### config.mk
export PLATFORM = sky130hd
export DESIGN_NAME = gpio_edge_bank
export DESIGN_NICKNAME = d
export VERILOG_FILES = /design/src/rtl/gpio_bank_pkg.sv /design/src/rtl/gpio_reg_decode.sv /design/src/rtl/gpio_in_sync.sv /design/src/rtl/gpio_pending.sv /design/src/rtl/gpio_edge_bank.sv
export SDC_FILE = /design/constraint.sdc
export NUM_CORES = 1
export LEC_CHECK = 0
export BUFFER_PORTS_ARGS = -buffer_cell sky130_fd_sc_hd__buf_2
export CAP_MARGIN = 20
export CORE_UTILIZATION = 60
export CTS_CLUSTER_DIAMETER = 100
export CTS_CLUSTER_SIZE = 8
export DETAILED_ROUTE_END_ITERATION = 8
export PLACE_DENSITY = 0.84
export SLEW_MARGIN = 25
export SYNTH_ARGS = -nofsm -noshare
export SYNTH_HDL_FRONTEND = slang
export SYNTH_SLANG_ARGS = --single-unit
### constraint.sdc
create_clock -name clk -period 3.85 [get_ports clk]
set_input_delay 0.1925 -clock clk [delete_from_list [all_inputs] [get_ports clk]]
set_output_delay 0.1925 -clock clk [all_outputs]
set_load 0.03 [all_outputs]
### src/rtl/gpio_bank_pkg.sv
package gpio_bank_pkg;

    // Register selection produced by the address decoder.
    typedef enum logic [3:0] {
        RS_NONE,
        RS_LEVEL,
        RS_OE,
        RS_PEND,
        RS_OSET,
        RS_OCLR,
        RS_OESET,
        RS_OECLR,
        RS_RISE,
        RS_FALL
    } reg_sel_e;

    // Byte offsets; software depends on these values.
    localparam logic [7:0] OFS_LEVEL = 8'h00;
    localparam logic [7:0] OFS_OE    = 8'h04;
    localparam logic [7:0] OFS_PEND  = 8'h0C;
    localparam logic [7:0] OFS_OSET  = 8'h14;
    localparam logic [7:0] OFS_OCLR  = 8'h18;
    localparam logic [7:0] OFS_OESET = 8'h1C;
    localparam logic [7:0] OFS_OECLR = 8'h20;
    localparam logic [7:0] OFS_RISE  = 8'h28;
    localparam logic [7:0] OFS_FALL  = 8'h2C;

endpackage

### src/rtl/gpio_reg_decode.sv
module gpio_reg_decode
    import gpio_bank_pkg::*;
#(
    parameter int AW = 8
) (
    input  logic [AW-1:0] addr,
    output reg_sel_e      sel
);

    always_comb begin
        unique case (addr)
            AW'(OFS_LEVEL): sel = RS_LEVEL;
            AW'(OFS_OE):    sel = RS_OE;
            AW'(OFS_PEND):  sel = RS_PEND;
            AW'(OFS_OSET):  sel = RS_OSET;
            AW'(OFS_OCLR):  sel = RS_OCLR;
            AW'(OFS_OESET): sel = RS_OESET;
            AW'(OFS_OECLR): sel = RS_OECLR;
            AW'(OFS_RISE):  sel = RS_RISE;
            AW'(OFS_FALL):  sel = RS_FALL;
            default:        sel = RS_NONE;
        endcase
    end

endmodule

### src/rtl/gpio_in_sync.sv
module gpio_in_sync #(
    parameter int W = 32
) (
    input  logic         clk,
    input  logic         rst,
    input  logic [W-1:0] pad_in,
    output logic [W-1:0] level,
    output logic [W-1:0] rise,
    output logic [W-1:0] fall
);

    logic [W-1:0] meta_q;
    logic [W-1:0] sync_q;
    logic [W-1:0] prev_q;

    always_ff @(posedge clk) begin
        if (rst) begin
            meta_q <= '0;
            sync_q <= '0;
            prev_q <= '0;
        end else begin
            meta_q <= pad_in;
            sync_q <= meta_q;
            prev_q <= sync_q;
        end
    end

    assign level = sync_q;
    assign rise  = sync_q & ~prev_q;
    assign fall  = ~sync_q & prev_q;

endmodule

### src/rtl/gpio_pending.sv
module gpio_pending #(
    parameter int W = 32
) (
    input  logic         clk,
    input  logic         rst,
    input  logic [W-1:0] evt,
    input  logic         clr_en,
    input  logic [W-1:0] clr_mask,
    output logic [W-1:0] pend
);

    logic [W-1:0] pend_q;
    logic [W-1:0] clr_w;

    assign clr_w = clr_en ? clr_mask : '0;

    // A new event is ORed after the clear, so it survives a same-cycle clear.
    always_ff @(posedge clk) begin
        if (rst) begin
            pend_q <= '0;
        end else begin
            pend_q <= (pend_q & ~clr_w) | evt;
        end
    end

    assign pend = pend_q;

endmodule

### src/rtl/gpio_edge_bank.sv
module gpio_edge_bank
    import gpio_bank_pkg::*;
#(
    parameter int NPINS = 32,
    parameter int AW    = 8
) (
    input  logic             clk,
    input  logic             rst,
    input  logic             bus_wr,
    input  logic [AW-1:0]    bus_addr,
    input  logic [NPINS-1:0] bus_wdata,
    output logic [NPINS-1:0] bus_rdata,
    input  logic [NPINS-1:0] pad_in,
    output logic [NPINS-1:0] pad_out,
    output logic [NPINS-1:0] pad_oe,
    output logic             irq
);

    reg_sel_e         sel;
    logic [NPINS-1:0] out_q;
    logic [NPINS-1:0] oe_q;
    logic [NPINS-1:0] ren_q;
    logic [NPINS-1:0] fen_q;
    logic [NPINS-1:0] level_w;
    logic [NPINS-1:0] rise_w;
    logic [NPINS-1:0] fall_w;
    logic [NPINS-1:0] evt_w;
    logic [NPINS-1:0] pend_w;
    logic             pend_clr;

    gpio_reg_decode #(.AW(AW)) u_dec (
        .addr (bus_addr),
        .sel  (sel)
    );

    gpio_in_sync #(.W(NPINS)) u_sync (
        .clk    (clk),
        .rst    (rst),
        .pad_in (pad_in),
        .level  (level_w),
        .rise   (rise_w),
        .fall   (fall_w)
    );

    assign evt_w    = (rise_w & ren_q) | (fall_w & fen_q);
    assign pend_clr = bus_wr && (sel == RS_PEND);

    gpio_pending #(.W(NPINS)) u_pend (
        .clk      (clk),
        .rst      (rst),
        .evt      (evt_w),
        .clr_en   (pend_clr),
        .clr_mask (bus_wdata),
        .pend     (pend_w)
    );

    // Register writes
    always_ff @(posedge clk) begin
        if (rst) begin
            out_q <= '0;
            oe_q  <= '0;
            ren_q <= '0;
            fen_q <= '0;
        end else if (bus_wr) begin
            unique case (sel)
                RS_OSET:  out_q <= out_q | bus_wdata;
                RS_OCLR:  out_q <= out_q & ~bus_wdata;
                RS_OESET: oe_q  <= oe_q | bus_wdata;
                RS_OECLR: oe_q  <= oe_q & ~bus_wdata;
                RS_RISE:  ren_q <= bus_wdata;
                RS_FALL:  fen_q <= bus_wdata;
                default:  ;
            endcase
        end
    end

    // Read data and outputs
    always_comb begin
        unique case (sel)
            RS_LEVEL: bus_rdata = level_w;
            RS_OE:    bus_rdata = oe_q;
            RS_PEND:  bus_rdata = pend_w;
            RS_RISE:  bus_rdata = ren_q;
            RS_FALL:  bus_rdata = fen_q;
            default:  bus_rdata = '0;
        endcase
    end

    assign pad_out = out_q;
    assign pad_oe  = oe_q;
    assign irq     = |pend_w;

endmodule

==> flow_summary.toml <==
[status]
status = "finished clean"

[placement]
dp_cells = 1501
preCtsSetupSlack_ns = 1.05
port-buffer-count = 171
place.detailed.hpwl_mm = 18.1
routabilityCongestion = 0.844

[flow_run]
cap_viol_max_count = 0

[synth]
synthesis.yosys.warnings = 0
synth-edff-count = 0
asyncSetResetFlopFracSynth_pct = 0
yosysSeqAreaShare_pct = 49.2
synth-seq-cells = 256
yosysUniqueCellTypes = 38
syn-mean-instance-area_um2 = 8.94
synth_flop_cell = "sky130_fd_sc_hd__dfxtp_1"
postSynthNetCount = 1240
netlist_area_mm2 = 0.0104
post_synthesis_instance_total = 1165

[setup_path]
critical_path_source = "bus_addr[2]"
timing.reg2reg.worst_path_depth = 2
setup.reg_to_reg.worst_slack_ns = 2.82
endpoint_kind_of_the_worst_setup_timing_path = "output pin"
critical_path_required_ns = 3.66
critPathKind = "in2out"
critical_path_arrival_ns = 2.66
critPathLaunchType = "input port"
crit_path_max_fanout = 19

[detailed_routing]
drt-pass1-iter-count = 5
detail_route.iter0.violations = 933
route.detailed.wl_per_inst_um = 18.8
via_density_per_instance = 5.96
drcViolationCount = 0
vias = 9589
postRouteWirelength_mm = 30.3
postRouteAntennaNets = 0

[power_and_ir_drop]
power.leakage_nw = 5.32
pwr_density_cell_mw_per_mm2 = 451
max-vdd-ir-drop_mv = 0.353

[floorplan]
die_area_mm2 = 0.0179
die_width_um = 134
floorplan.initialDensity_pct = 62.2
std_cell_rows = 47
floorplan.io_pins = 172
core-area_mm2 = 0.0168
chipHeight_um = 134

[timing]
final_critical_path_setup_slack_ns = 0.999
finalHoldViolations = 0
tightest_slew_ns = 1.01
timing.clock.skew_ns = 0.0206
tns_ns = 0
timing.max_slew.rel_slack_pct = 32.3
grt_setup_unrepaired = "no"
timing.final.crit_period_ns = 2.85
layout_worst_path_cycle_share_pct = 74.1
timing.fmax_mhz = 351
drv_slew = 0
timing.final.setup_violations = 0

[clock_network]
cts_num_sinks = 256
cts.root.buffer_cell = "sky130_fd_sc_hd__clkbuf_16"
clkLatencyLatePin_ns = 0.52
post_cts_resize_count = 0
htree_levels = 2
cts_tree = "built"
cts_stage_hold_buffer_count = 64
cts_made_buffers = 37
postCtsSetupRepairBufs = 0
max-clock-path-buffers = 3
cts.reportedPaths.clkPinSlew_ns = 0.05

[grt]
grt_pass1_wl_mm = 47.4
first_global_vias = 9333
largest_net_degree_at_the_start_of_global_routing = 111
gr-usage-all-layers_pct = 33.5
number_of_antenna_violations_at_the_first_check_in_global_routing = 7
gr-total-overflow = 0

[hold_path]
holdCritPathClass = "in2reg"
worstHoldPathCells = 5
worst_hold_path.endpoint = "ren_q[19]$_SDFFE_PP0P_"
timing.hold.worst.start = "bus_addr[7]"

[layout]
syn_to_final_growth_pct = 25.3
final_layout_size_suffix_gt1_share_pct = 18.3
fin_cells = 1610
fin_nets = 1459
n_fill_cell = 1132
[logic make-up (layout without fill, tap and decap cells)]
group                     after synthesis  in the layout  share of synthesized area [%]
AOI/OAI and AO/OA                     295            295                           16.4
DFF                                   256            256                           49.2
xor gates and xnor gates                2              2                          0.168
muxes                                  79             79                           7.59
buffers and inverters                  93            313                           3.61
other                                   0              5                              0
and+or+nand+nor                       440            440                           23.0
[synth_stat cells, types with 2 or more instances]
cell type,number,area share (%)
sky130_fd_sc_hd__nand2_1,164,5.9
sky130_fd_sc_hd__nand3_1,2,0.096
sky130_fd_sc_hd__or2_2,2,0.12
sky130_fd_sc_hd__dfxtp_1,256,49
sky130_fd_sc_hd__a31oi_1,32,1.9
sky130_fd_sc_hd__clkbuf_1,60,2.2
sky130_fd_sc_hd__a211oi_2,11,1.3
sky130_fd_sc_hd__o31ai_1,17,1.2
sky130_fd_sc_hd__nor2_1,36,1.3
sky130_fd_sc_hd__nand3b_1,64,4.6
sky130_fd_sc_hd__o22ai_1,32,1.9
sky130_fd_sc_hd__a211oi_1,5,0.36
sky130_fd_sc_hd__nor4_1,8,0.48
sky130_fd_sc_hd__mux2i_1,79,7.6
sky130_fd_sc_hd__a21oi_1,111,5.3
sky130_fd_sc_hd__nand4b_1,2,0.17
sky130_fd_sc_hd__nor4_4,3,0.61
sky130_fd_sc_hd__inv_1,16,0.58
sky130_fd_sc_hd__buf_2,16,0.77
sky130_fd_sc_hd__and4b_1,2,0.19
sky130_fd_sc_hd__nor2b_1,130,7.8
sky130_fd_sc_hd__nand4_1,4,0.24
sky130_fd_sc_hd__nand2b_1,16,0.96
sky130_fd_sc_hd__o21ai_0,83,4.0
[cells in the final DEF, fill, tap and decap left out, drive strengths merged, types with 2 or more instances in the layout]
cell / synthesis / routed
nor2b: 130 / 130
o21ai: 84 / 84
inv: 16 / 17
dlygate4sd3: 0 / 64
or2: 2 / 2
nand3b: 64 / 64
o22ai: 32 / 32
o31ai: 17 / 17
nor2: 36 / 36
clkbuf: 60 / 40
dfxtp: 256 / 256
nor4: 11 / 11
nand4: 4 / 4
nand3: 2 / 2
nand2: 164 / 164
and4b: 2 / 2
diode: 0 / 5
buf: 17 / 192
a21oi: 111 / 111
a211oi: 16 / 16
mux2i: 79 / 79
nand2b: 16 / 16
a31oi: 32 / 32
nand4b: 2 / 2
[layer usage]
layer	up-vias	GRT usage [%]	part of all wire (%)
met5	-	0	0.089
li1	4471	-	-
met2	543	56.4	47
met1	4474	40.6	40
met4	4	15.7	3.6
met3	97	7.67	9.0
[worst max-delay path, cell delays in order]
cell and delay [ns]:
sky130_fd_sc_hd__buf_2 0.31, sky130_fd_sc_hd__xnor2_1 0.63, sky130_fd_sc_hd__nand2_2 0.53, sky130_fd_sc_hd__buf_4 0.37, sky130_fd_sc_hd__mux2i_1 0.14, sky130_fd_sc_hd__o22ai_1 0.22
sky130_fd_sc_hd__buf_2 0.25
[worst max-delay path by stage]
stage	endpoint	slack, ns	cells past startpoint
detailed placement	bus_rdata[13]	1.05	7
finish	bus_rdata[13]	1.0	7
CTS	bus_rdata[13]	1.03	7
global route	bus_rdata[13]	0.87	7
global placement	bus_rdata[13]	1.13	7
floorplan	bus_rdata[0]	1.85	6
[stage by stage]
| step | hold slack (ns) | power, W | util, % | instance area [um2] |
|---|---|---|---|---|
| floorplan | 0.286 | 0.00293 | - | 10400 |
| global placement | 0.399 | 0.00303 | 68.1 | 11400 |
| detailed placement | 0.405 | 0.00304 | 68.1 | 11400 |
| CTS | 0.235 | 0.00589 | 77.8 | 13000 |
| global route | 0.246 | 0.00604 | 77.9 | 13100 |
| finish | 0.226 | 0.00589 | 77.9 | 13100 |
[final cells by class]
cell class	count	area, um2	share of cell area [%]
Antenna cell	5	12.5	0.0958
Clock buffer	39	976	7.47
Clock inverter	1	8.76	0.0671
Inverter	16	60.1	0.460
Multi-Input combinational cell	816	4930	37.8
Sequential cell	256	5120	39.2
Tap cell	220	275	2.11
Timing Repair Buffer	257	1670	12.8
[where the power goes]
group / switching [W] / internal (W) / total (W)
combinational: 0.000191 / 0.000139 / 0.000330
clock: 0.00107 / 0.00176 / 0.00284
sequential: 0.0000236 / 0.00270 / 0.00272
total: 0.00129 / 0.00460 / 0.00589
Power figures use the tool's default switching activity.
